`src/rtl/seq_trigger.sv`:
```
module seq_trigger #(
  parameter int NPROBE = 8,
  parameter int BUSW   = 4,
  parameter int NLVL   = 10,
  localparam int SELW  = (NPROBE > 1) ? $clog2(NPROBE) : 1,
  localparam int LVLW  = (NLVL > 1) ? $clog2(NLVL) : 1,
  localparam int CNTW  = $clog2(NLVL + 1)
) (
  input  logic                 clk,
  input  logic                 rst_n,
  input  logic                 arm,
  input  logic [NPROBE-1:0]    probe,
  input  logic [BUSW-1:0]      bus,
  input  logic [NLVL-1:0]      lvl_adv,
  input  logic [NLVL*SELW-1:0] lvl_sel,
  input  logic [2*NLVL-1:0]    lvl_mode,
  input  logic [NLVL*BUSW-1:0] lvl_mask,
  input  logic [NLVL*BUSW-1:0] lvl_val,
  input  logic [CNTW-1:0]      num_lvls,
  output logic                 trig,
  output logic [LVLW-1:0]      level
);

  typedef enum logic [1:0] {S_IDLE, S_RUN, S_DONE} st_t;

  st_t               st;
  logic [NPROBE-1:0] probe_q;
  logic [NLVL-1:0]   hit;
  logic [LVLW-1:0]   last;
  logic              cur_hit;

  for (genvar g = 0; g < NLVL; g++) begin : g_lvl
    logic [SELW-1:0] sel;
    logic [1:0]      mode;
    logic            now_b, prv_b, basic, adv;

    assign sel   = lvl_sel[g*SELW +: SELW];
    assign mode  = lvl_mode[2*g +: 2];
    assign now_b = probe[sel];
    assign prv_b = probe_q[sel];
    assign adv   = now_b && ((bus & lvl_mask[g*BUSW +: BUSW]) == lvl_val[g*BUSW +: BUSW]);

    always_comb begin
      case (mode)
        2'b00:   basic = now_b;
        2'b01:   basic = !now_b;
        2'b10:   basic = now_b && !prv_b;
        default: basic = !now_b && prv_b;
      endcase
    end

    assign hit[g] = lvl_adv[g] ? adv : basic;
  end

  always_comb begin
    if (num_lvls == '0)
      last = '0;
    else if (num_lvls > CNTW'(NLVL))
      last = LVLW'(NLVL - 1);
    else
      last = LVLW'(num_lvls - 1'b1);
  end

  assign cur_hit = hit[level];

  always_ff @(posedge clk or negedge rst_n) begin
    if (!rst_n) begin
      st      <= S_IDLE;
      level   <= '0;
      trig    <= 1'b0;
      probe_q <= '0;
    end else begin
      probe_q <= probe;
      trig    <= 1'b0;
      if (arm) begin
        st    <= S_RUN;
        level <= '0;
      end else if (st == S_RUN && cur_hit) begin
        if (level >= last) begin
          st   <= S_DONE;
          trig <= 1'b1;
        end else begin
          level <= level + 1'b1;
        end
      end
    end
  end

  a_r5_one_cycle: assert property (@(posedge clk) disable iff (!rst_n)
    trig |=> !trig);

  a_r2_arm_restart: assert property (@(posedge clk) disable iff (!rst_n)
    arm |=> (level == '0 && !trig));

  a_r4_single_step: assert property (@(posedge clk) disable iff (!rst_n)
    (!arm && st == S_RUN) |=> (level == $past(level) || level == LVLW'($past(level) + 1'b1)));

  a_r9_hold_pending: assert property (@(posedge clk) disable iff (!rst_n)
    (!arm && st == S_RUN && !cur_hit) |=> ($stable(level) && !trig));

  a_r5_fired_hold: assert property (@(posedge clk) disable iff (!rst_n)
    (!arm && st == S_DONE) |=> (!trig && $stable(level)));

  a_r1_idle_quiet: assert property (@(posedge clk) disable iff (!rst_n)
    (!arm && st == S_IDLE) |=> (!trig && level == '0));

endmodule

```
`config.mk`:
```
export PLATFORM = sky130hd
export DESIGN_NAME = seq_trigger
export DESIGN_NICKNAME = d
export VERILOG_FILES = /design/src/rtl/seq_trigger.sv
export SDC_FILE = /design/constraint.sdc
export NUM_CORES = 1
export LEC_CHECK = 0
export ABC_AREA = 0
export BUFFER_PORTS_ARGS = -buffer_cell sky130_fd_sc_hd__buf_2
export CORE_MARGIN = 2
export CORE_UTILIZATION = 47
export DETAILED_ROUTE_END_ITERATION = 12
export PLACE_DENSITY = 0.89
export SLEW_MARGIN = 20
export SYNTH_ARGS = -nofsm -noshare
export SYNTH_HDL_FRONTEND = slang
export SYNTH_SLANG_ARGS = --single-unit
```
`constraint.sdc`:
```
create_clock -name clk -period 3.7 [get_ports clk]
set_clock_uncertainty 0.1 [all_clocks]
set_input_delay 0 -clock clk [delete_from_list [all_inputs] [get_ports clk]]
set_output_delay 0 -clock clk [all_outputs]
set_load 0.01 [all_outputs]
```
==> impl_metrics.ini <==
[clocking]
cts.htree.levels = 1
clkSlewWorstSetupHoldPaths_ps = 70
clock_path_buffers = 2
cts_setup_buffers = 0
cts_resized = 0
numCtsBuffers = 3
insertion_delay_ps = 250
cts_hold_buf = 10
clock_sinks = 15
cts_root_buffer = clkbuf_8
cts_tree = yes

[yosys]
synth_mux_area_share_pct = 36.3
synth_cell_types = 52
syn-mean-instance-area_sq_um = 9.26
synth.area.top_cells = mux4_2 (19%), dfrtp_1 (12%), xnor2_1 (9.9%), mux2i_1 (8.7%), nand2_1 (5.8%)
synth-simple-area-share_pct = 18.6
synth_edf_count = 0
synth_commonest_cells = nand2_1 (48), xnor2_1 (35), mux2i_1 (27), mux4_2 (26)
ys_ff_latch = 15
synth_top_flop_cell = dfrtp_1
ys_seq_area_share_pct = 12.1
synth_cells = 335
synth_top_cell_by_area = mux4_2
netlist_area_sq_um = 3100
syn-num-nets = 502
yosysMostFrequentCell = nand2_1
synth-adder-area-share_pct = 3.23
synth-xor-area-share_pct = 14.1
yosys.area.top_type_share_pct = 18.9
ys_async_sr_fraction_pct = 100
synth_top_family_by_area = multiplexers
synth_compound_area_share_pct = 11.5
yosys_warnings = 0

[outcome]
outcome = finished clean

[finish]
area_growth_pct = 31.7
layout-drive-gt1-share_pct = 41.8
diodes = 0
post-route-util_pct = 64.3
nNetsFinal = 666
fill_cells = 546
multi_input_area_sq_um = 2600
seq_area_sq_um = 375

[routing]
drcViolationCount = 0
wirelength_mm = 10.9
vias = 3477
ant_nets = 0
via_per_inst = 6.05
dr.pass1.iters = 5
drt_iter0_drc = 272
wl_per_cell_microns = 18.9

[place]
port_buffers = 163
dp_hpwl_mm = 8.62
globalplace.congestion = 0.914

[timing]
fmax_ghz = 0.309
maxSlewHeadroom_pct = 67.1
tns_ps = 0
rsz0062_at_grt = no
timing.final.crit_share_pct = 87.5
drv_slew = 0
finalSetupViolCount = 0
hold_ws_ps = 102
hold_violations = 0
period_needed_ps = 3240
worst_pin_slew_ps = 492

[critical_path]
r2r-start = probe_q[5]
required_ps = 3780
startpoint = probe[7]
critPathMaxFanout = 11
path_class = input pin to register
r2r_cells = 9
crit_path_end = st[1]
cp_data_arrival_time_ps = 3320
crit_path_end_kind = register
start_kind = input pin
reg2reg_slack_ps = 590
r2r-end = st[1]

[job]
max_cap_viol_count = 0

[global_route]
antenna_found_initial = 0
grt_pass1_wl_mm = 17.1
grt_overflow = 0
grt_pass1_vias = 3466
grt_util_all_layers_pct = 29.4
grt_max_degree = 16

[floorplanning]
die_h_microns = 85.3
die-area_sq_um = 7270
row_count = 29
ios = 164
fp.dieW_microns = 85.3
start_util_pct = 48.9
coreArea_sq_um = 6350

[pwr]
power_leakage_nw = 1.91
p_per_area_nw_per_um2 = 228
ir_drop_mv = 0.160

[hold_path]
hold_class = input pin to async pin
[sequential cells by signal (all words and copies together), names as in the netlist]
| name | flops |
|---|---|
| level | 4 |
| probe_q | 8 |
| st | 2 |
| trig | 1 |
[cells in the final DEF (no fill, tap or decap), drive strengths merged, types with 3 or more instances in the layout]
cell         synthesis  final
nor2                12     12
nand3b               6      6
ha                   8      8
nand2b               5      5
mux4                32     32
o21ai               11     11
nand3                6      6
xor2                15     15
dfrtp               15     15
inv                  9      9
nor3                 9      9
nor2b                4      4
nand4                7      7
mux2i               27     27
nor4                 5      5
mux2                10     10
dlygate4sd3          0     10
buf                  8    165
a21oi               11     11
clkbuf               8      4
a211oi               3      3
and3                 4      4
xnor2               35     35
a31oi                4      4
nand2               48     48
[power breakdown]
part           switching [mW]  leakage (nW)  total (mW)  internal (mW)
clock                  0.0674        0.0228       0.144         0.0765
sequential             0.0336         0.185       0.213          0.179
combinational           0.276          1.70       0.575          0.298
[stage by stage]
step	setup WS [ps]	std cells	power, mW	cell area, sq um
3_5_place_dp	665	561	0.774	3940
3_3_place_gp	698	561	0.753	3940
2_1_floorplan	856	335	0.554	3100
5_1_grt	401	575	0.990	4090
6_report	462	575	0.931	4090
4_1_cts	546	575	0.923	4090
[layout make-up]
type | count | share of cell area (%)
Clock buffer | 4 | 1.10
Inverter | 10 | 0.919
Timing Repair Buffer | 175 | 22.8
Tap cell | 77 | 2.36
Sequential cell | 15 | 9.19
Multi-Input combinational cell | 294 | 63.6
[how the worst min path moves through the flow]
stage                from         end  slack, ps  depth (start not counted)
floorplan           rst_n    level[0]       -400                          0
finish              rst_n  probe_q[3]        100                          2
CTS                 rst_n        trig        120                          2
global route        rst_n  probe_q[7]        150                          2
global placement    rst_n  probe_q[0]       -160                          1
detailed placement  rst_n  probe_q[3]       -150                          1
[worst max-delay path: stages]
cell           delay (ps)
dlygate4sd3_1         550
buf_2                 210
mux4_2                480
mux2i_1               340
xor2_1                110
o311a_1               340
o32ai_1               480
nor2_2                100
or4b_1                520
a31oi_1               160
[metal layers]
metal / vias to the layer above / track usage (%) / routed length [microns]
li1: 1612 / - / -
met1: 1614 / 38.0 / 4080
met2: 222 / 49.9 / 5420
met3: 29 / 5.25 / 1070
met4: 0 / 9.24 / 316
met5: - / 0 / 0
[cell families after synthesis]
kind of cell,Yosys count
compound gates,52
xor+xnor,50
fa+ha+maj,8
buf+inv,26
flops,15
mux,69
simple gates,115
Note: power is estimated with default switching activity, not from simulation.
